`src/rtl/booth_pkg.sv`:
```
// Shared definitions for the sequential Booth multiplier.
// Assumes operands are two's-complement and of equal width.
package booth_pkg;
    typedef enum logic [1:0] {
        BOP_NONE = 2'd0,
        BOP_ADD  = 2'd1,
        BOP_SUB  = 2'd2
    } booth_op_e;
endpackage

```
`src/rtl/booth_recode.sv`:
```
// Decodes a (current, previous) multiplier bit pair into a Booth action.
// Assumes prev_bit is the bit shifted out in the step before (0 at the start).
module booth_recode
    import booth_pkg::*;
(
    input  logic      cur_bit,
    input  logic      prev_bit,
    output booth_op_e op
);
    // Pair decode: 10 subtracts, 01 adds, equal bits do nothing.
    always_comb begin
        unique case ({cur_bit, prev_bit})
            2'b10:   op = BOP_SUB;
            2'b01:   op = BOP_ADD;
            default: op = BOP_NONE;
        endcase
    end

    // the decoder never asks for an action when the bits agree
    always_comb begin
        if (cur_bit == prev_bit)
            p_equal_bits_noop_r8: assert (op == BOP_NONE);
    end
endmodule

```
`src/rtl/booth_addsub.sv`:
```
// Adds, subtracts or passes the multiplicand against a one-bit-wider accumulator.
// Assumes the multiplicand is signed; it is sign-extended to the accumulator width.
module booth_addsub
    import booth_pkg::*;
#(
    parameter int WIDTH = 32
) (
    input  logic [WIDTH:0]   acc,
    input  logic [WIDTH-1:0] mcand,
    input  booth_op_e        op,
    output logic [WIDTH:0]   result
);
    localparam int AW = WIDTH + 1;

    logic [AW-1:0] mc_ext;

    // Sign-extend the multiplicand to the accumulator width.
    assign mc_ext = {mcand[WIDTH-1], mcand};

    // Select the arithmetic action chosen by the recoder.
    always_comb begin
        unique case (op)
            BOP_ADD: result = acc + mc_ext;
            BOP_SUB: result = acc + ~mc_ext + AW'(1);
            default: result = acc;
        endcase
    end
endmodule

```
`src/rtl/booth_ctrl.sv`:
```
// Sequences one load cycle and STEPS Booth step cycles, then pulses done.
// Assumes start is ignored while busy; reset is synchronous, active low.
module booth_ctrl #(
    parameter int STEPS = 32
) (
    input  logic clk,
    input  logic rst_n,
    input  logic start,
    output logic load,
    output logic step,
    output logic busy,
    output logic done
);
    localparam int CNT_W = (STEPS > 1) ? $clog2(STEPS) : 1;
    localparam logic [CNT_W-1:0] LAST = CNT_W'(STEPS - 1);

    logic [CNT_W-1:0] cnt_q;

    assign load = start && !busy;
    assign step = busy;

    // Step counter, busy flag and one-cycle done pulse.
    always_ff @(posedge clk) begin
        if (!rst_n) begin
            busy  <= 1'b0;
            done  <= 1'b0;
            cnt_q <= '0;
        end else begin
            done <= 1'b0;
            if (load) begin
                busy  <= 1'b1;
                cnt_q <= '0;
            end else if (busy) begin
                if (cnt_q == LAST) begin
                    busy <= 1'b0;
                    done <= 1'b1;
                end else begin
                    cnt_q <= cnt_q + 1'b1;
                end
            end
        end
    end

    // an idle request makes the block busy
    p_busy_after_start_r2: assert property (@(posedge clk) disable iff (!rst_n)
        (start && !busy) |=> busy);
    // done lasts one cycle
    p_done_pulse_r3: assert property (@(posedge clk) disable iff (!rst_n)
        done |=> !done);
    // done only follows a busy cycle
    p_done_after_busy_r3: assert property (@(posedge clk) disable iff (!rst_n)
        done |-> ($past(busy) && !busy));
    // a request during a run does not restart the count
    p_ignore_start_r6: assert property (@(posedge clk) disable iff (!rst_n)
        (busy && cnt_q != LAST) |=> (busy && cnt_q == $past(cnt_q) + 1'b1));
endmodule

```
`src/rtl/booth_mul_seq.sv`:
```
// Sequential signed multiplier using radix-2 Booth steps, one per clock.
// Assumes two's-complement operands; the product is valid from done and is
// held until the next accepted request.
module booth_mul_seq
    import booth_pkg::*;
#(
    parameter int WIDTH = 32
) (
    input  logic             clk,
    input  logic             rst_n,
    input  logic             start_i,
    input  logic [WIDTH-1:0] mcand_i,
    input  logic [WIDTH-1:0] mplier_i,
    output logic             busy_o,
    output logic             done_o,
    output logic [WIDTH-1:0] hi_o,
    output logic [WIDTH-1:0] lo_o
);
    logic             load, step;
    logic [WIDTH:0]   acc_q;
    logic [WIDTH-1:0] mlo_q;
    logic             prev_q;
    logic [WIDTH-1:0] mcand_q;
    logic [WIDTH:0]   sum;
    booth_op_e        op;

    booth_ctrl #(.STEPS(WIDTH)) u_ctrl (
        .clk   (clk),
        .rst_n (rst_n),
        .start (start_i),
        .load  (load),
        .step  (step),
        .busy  (busy_o),
        .done  (done_o)
    );

    booth_recode u_recode (
        .cur_bit  (mlo_q[0]),
        .prev_bit (prev_q),
        .op       (op)
    );

    booth_addsub #(.WIDTH(WIDTH)) u_addsub (
        .acc    (acc_q),
        .mcand  (mcand_q),
        .op     (op),
        .result (sum)
    );

    // Working register: load operands, or apply one step and shift right arithmetically.
    always_ff @(posedge clk) begin
        if (!rst_n) begin
            acc_q   <= '0;
            mlo_q   <= '0;
            prev_q  <= 1'b0;
            mcand_q <= '0;
        end else if (load) begin
            acc_q   <= '0;
            mlo_q   <= mplier_i;
            prev_q  <= 1'b0;
            mcand_q <= mcand_i;
        end else if (step) begin
            acc_q   <= {sum[WIDTH], sum[WIDTH:1]};
            mlo_q   <= {sum[0], mlo_q[WIDTH-1:1]};
            prev_q  <= mlo_q[0];
        end
    end

    assign hi_o = acc_q[WIDTH-1:0];
    assign lo_o = mlo_q;

    // the product is held while idle without a request
    p_hold_idle_r5: assert property (@(posedge clk) disable iff (!rst_n)
        (!busy_o && !start_i) |=> ($stable(hi_o) && $stable(lo_o)));
    // the latched multiplicand never changes during a run
    p_mcand_held_r7: assert property (@(posedge clk) disable iff (!rst_n)
        busy_o |=> $stable(mcand_q));
    // a load clears the accumulator and the history bit
    p_load_clear_r2: assert property (@(posedge clk) disable iff (!rst_n)
        load |=> (acc_q == '0 && !prev_q && lo_o == $past(mplier_i)));
endmodule

```
`config.mk`:
```
export PLATFORM = sky130hd
export DESIGN_NAME = booth_mul_seq
export DESIGN_NICKNAME = d
export VERILOG_FILES = /design/src/rtl/booth_pkg.sv /design/src/rtl/booth_recode.sv /design/src/rtl/booth_addsub.sv /design/src/rtl/booth_ctrl.sv /design/src/rtl/booth_mul_seq.sv
export SDC_FILE = /design/constraint.sdc
export NUM_CORES = 1
export LEC_CHECK = 0
export BUFFER_PORTS_ARGS = -buffer_cell sky130_fd_sc_hd__buf_2
export CAP_MARGIN = 30
export CORE_UTILIZATION = 45
export CTS_BUF_LIST = sky130_fd_sc_hd__clkbuf_4 sky130_fd_sc_hd__clkbuf_8 sky130_fd_sc_hd__clkbuf_16
export CTS_CLUSTER_SIZE = 10
export DETAILED_ROUTE_END_ITERATION = 7
export PLACE_DENSITY = 0.63
export SLEW_MARGIN = 20
export SYNTH_ARGS = -nofsm -noshare
export SYNTH_HDL_FRONTEND = slang
export SYNTH_SLANG_ARGS = --single-unit
export TNS_END_PERCENT = 5
```
`constraint.sdc`:
```
create_clock -name clk -period 3.7 [get_ports clk]
set_clock_uncertainty 0.2 [all_clocks]
set_input_delay 0.185 -clock clk [delete_from_list [all_inputs] [get_ports clk]]
set_output_delay 0.185 -clock clk [all_outputs]
set_load 0.02 [all_outputs]
```
Word-level counts from Yosys, hierarchy flattened
Cells that the tools add are included.
Word-level totals
  output and inout bits: 66
  register bits: 104
Cells by class
  eq/ne operators: 5
  muxes and demuxes: 8
  add/subtract/negate cells: 4
  reductions and logical operators: 6
  bitwise gates (word level): 4
Operators with widths (number)
  33-bit case mux with 2 select lines: 1
  32-bit two-way mux: 2
  32-bit by 32-bit adder with 33-bit output: 1
  33-bit by 1-bit adder with 33-bit output (second input constant): 1
  33-bit adder: 1
  33-bit inverter: 1
  5-bit by 1-bit adder with 5-bit output (second input constant): 1
  5-bit == test (second input constant): 1
  2-bit by 1-bit == test with 1-bit output (second input constant): 2
  2-bit == test (second input constant): 2
  1-bit two-way mux: 4
  2-bit case mux with 2 select lines: 1
  1-bit inverter: 3
  3-bit OR reduction: 1
  2-bit AND reduction: 1
  2-bit nonzero test: 1
  2-bit OR reduction: 1
  1-bit logical AND: 1
  1-bit zero test: 1

Depth between registers and ports, before layout
  depth after elaboration: 6
  depth in mapped cells: 13

Hierarchy
From an unflattened synthesis, not the netlist that was laid out.
Second synthesis, totals
  cell total of the unflattened synthesis: 1045
  area total of the unflattened synthesis: 8638.3 µm²
Modules (own cells, without submodules)
  booth_addsub: instances 1, cells each 652, seq. area each 0.0 µm², area an instance 4232.8 µm²
  booth_mul_seq: instances 1, cells each 353, seq. area each 1941.9 µm², area an instance 4032.6 µm²
  booth_ctrl: instances 1, cells each 38, seq. area each 140.1 µm², area an instance 357.8 µm²
  booth_recode: instances 1, cells each 2, seq. area each 0.0 µm², area an instance 15.0 µm²

Worst setup path before layout
No wires, ideal clock.
  path type: register to register
  start: reg acc_q[1]
  end: reg acc_q[27]
  buffers on the path: 0
  cell stages (with the launch flop): 12
  data required time: 3380 ps
  path slack: 617 ps
  period minus slack after synthesis: 3083 ps
  arrival time: 2763 ps
  cell sequence: dfxtp_1 inv_1 fa_1 o21bai_1 o2111ai_2 a2111oi_0 o21ai_0 a21oi_1 a21boi_0 xor2_1 a21oi_1 a21oi_1
Between the ends
  longest elaborated chain between the ends: 3
Ends and longest elaborated chain
  from (decl): line booth_mul_seq.sv:20  | logic [WIDTH:0] acc_q;
  from (signal assigned): line booth_mul_seq.sv:63  | acc_q <= {sum[WIDTH], sum[WIDTH:1]};
  33-bit adder: line booth_addsub.sv:24  | BOP_SUB: result = acc + ~mc_ext + AW'(1);
  33-bit by 1-bit adder with 33-bit output: line booth_addsub.sv:24
  33-bit case mux with 2 select lines (*): line booth_addsub.sv:22  | unique case (op)
Every way passes the cells marked *; elsewhere a longest branch is shown, timed or not.
A chain may end at the register's enable or synchronous reset.

Worst setup path after layout
  start: reg acc_q[0]
  end: reg acc_q[27]
The elaborated chain is that of the path after synthesis.

==> results.yml <==
worst_setup_path:
  slowest_delay_ps: 510
  path_max_fanout: 4
  crit_path_end_kind: "flop"
  worstSetupPathType: "reg -> reg"
  required_ps: 3760
  worst_path_most_repeated_cell: "a21oi_1"
  cp-start-kind: "flop"
  arrival_ps: 3530
  cp_top_family: "compound AO/OA/AOI/OAI gates"
  cp_cell_sequence: "ha_1 > inv_1 > fa_1 > o21bai_1 > o2111ai_2 > a2111oi_1 > o21ai_0 > a21oi_1 > a21boi_0 > xor2_1 > a21oi_1 > a21oi_1"
  crit_buf_inv: 1
  critPathSlowestCell: "a2111oi_1"
global_routing:
  antenna_found_initial: 0
  grt_use_total: 0.294
  grt_overflow_total: 0
  grt_max_degree: 68
  grt_pass1_vias: 8641
  grt_pass1_wl_um: 45800
timing:
  finalCriticalPeriod_ps: 3470
  slew_headroom: 0.482
  timing.fmax_ghz: 0.288
  fin_tns_setup_ps: 0
  fin_crit_sh: 0.939
  setup_viol: 0
  hold_viol: 0
  slew_viol_final: 0
  tightest_slew_ps: 772
  rsz0062_at_grt: "false"
finish:
  layout-drive-gt1-share: 0.152
  syn_to_final_growth_pct: 20.4
  final_common_cell: "nand2_1"
  diodes: 0
  fin_nets: 1420
  most-common-layout-cells: "151 x nand2_1, 132 x buf_2, 103 x dfxtp_1"
  utilization: 0.553
floorplanning:
  start_util: 0.459
  die_w_um: 140
  placeableCoreArea_mm2: 0.0187
  rows: 50
  ios: 133
  die_h_um: 140
  dieArea_mm2: 0.0197
pwr:
  p_leak_nw: 4.90
  ir_drop_mv: 0.225
  powerDensity_mw_per_mm2: 350
yosys:
  syn-num-nets: 1270
  synthTopCellsByArea: "dfxtp_1 24%, ha_1 9.9%, nand2_1 6.6%"
  synth_top_area_cell: "dfxtp_1"
  syn_avg_cell_area_um2: 7.58
  ys_seq_area_frac: 0.242
  synth_cells: 1133
  ys_async_sr_fraction: 0
  synth_ff_type: "dfxtp_1"
  synthesis.area_mm2: 0.00859
  yosysWarningCount: 0
  synth_edf_count: 0
  yosys.area.top_type_share: 0.242
  ys_ff_latch: 104
  synth_cell_types: 79
drt:
  routedWlPerCell_um: 19.1
  first_pass_iters: 7
  drt-initial-drc-count: 845
  wl_um: 29000
  num_vias: 9120
  vias_per_cell: 5.99
  ant_nets: 0
  drcViolationCount: 0
clock_tree:
  clkTransAtPathRegs_ps: 90
  post-cts-setup-buffers: 0
  clk_latency_ps: 370
  root_buffer: "clkbuf_16"
  numCtsBuffers: 9
  cts_max_path_buffers: 2
  numClockSinks: 104
  h-tree-depth: 3
  cts_tree: "done"
outcome:
  outcome: "completed"
hold_path:
  hold_class: "in -> reg"
flow_run:
  drv_cap: 0
placed_design:
  hpwl_um: 20500
  io_buffer_count: 132
  place_congestion: 0.982
-- power by group --
| group | leakage (nW) | internal (mW) | switching, mW |
|---|---|---|---|
| clock network | 0.146 | 0.487 | 0.555 |
| logic | 3.90 | 0.505 | 0.801 |
| registers | 0.854 | 1.19 | 0.0797 |
| total | 4.90 | 2.19 | 1.44 |
-- synth_stat cells, types with 10 or more instances --
master	count
nor2_1	67
and3_1	10
a21oi_1	99
xnor2_1	23
dfxtp_1	104
nand2b_1	18
mux2i_1	40
o211ai_1	20
buf_2	14
nor3_1	21
o21ai_0	47
a21o_1	14
o31ai_1	10
o211a_1	35
nor2b_1	10
a31oi_1	17
clkbuf_1	64
inv_1	78
a21boi_0	38
a211oi_1	16
nand3_1	25
nand2_1	151
ha_1	68
-- layer usage --
| metal | routed length, µm | up-vias | GRT usage |
|---|---|---|---|
| li1 | - | 4382 | - |
| met1 | 12900 | 4304 | 0.393 |
| met2 | 13300 | 385 | 0.478 |
| met3 | 2050 | 49 | 0.0379 |
| met4 | 756 | 0 | 0.119 |
| met5 | 0 | - | 0 |
-- final timing paths --
path                                           endpoint  slack, ps  cells after the start               startpoint
worst max-delay path             acc_q[27]$_SDFFE_PP0P_        230                     12    acc_q[0]$_SDFFE_PP0P_
worst min-delay path             u_ctrl.busy$_SDFF_PN0_        140                      2                    rst_n
worst max register to register   acc_q[27]$_SDFFE_PP0P_        230                     12    acc_q[0]$_SDFFE_PP0P_
worst min register to register  mcand_q[3]$_SDFFE_PN0P_        290                      2  mcand_q[3]$_SDFFE_PN0P_
-- through the flow --
| step | setup slack [ps] | total power [mW] | instance area, µm² | hold slack [ps] | instances |
|---|---|---|---|---|---|
| final | 226 | 3.62 | 10300 | 140 | 1522 |
| after global routing | 37.7 | 3.79 | 10300 | 163 | 1522 |
| after CTS | 189 | 3.61 | 10300 | 132 | 1522 |
| after detailed placement | 210 | 2.52 | 9400 | 242 | 1442 |
| after global placement | 375 | 2.51 | 9400 | 236 | 1442 |
| after floorplan | 617 | 2.16 | 8590 | 130 | 1133 |
-- logic make-up after synthesis --
group,count (synthesis),share of synthesized area
muxes,41,0.0479
adders and majority gates,70,0.104
DFF,104,0.242
xor gates and xnor gates,29,0.0296
AOI/OAI and AO/OA,381,0.317
and+or+nand+nor,343,0.184
buffers and inverters,165,0.0759
-- layout make-up --
class,count,area (µm²)
repair buffers,222,1500
clock buffers,9,225
fillers,1743,8360
multi-input cells,864,5860
well taps,234,293
flip-flops and latches,104,2080
inverters,82,308
clock inverters,7,80.1
-- state kept, by name, indices dropped and copies added, names as in the netlist --
register and flops:
u_ctrl.busy 1, mcand_q 32, prev_q 1, u_ctrl.cnt_q 5, lo_o 32, acc_q 32, u_ctrl.done 1
-- timing repair --
item,in CTS,in global routing
endpoints found under the setup margin,0,4
gates resized for setup,0,1
endpoints found under the hold margin,64,0
hold buffers,64,0
No activity file was read; power rests on OpenSTA's default activity.
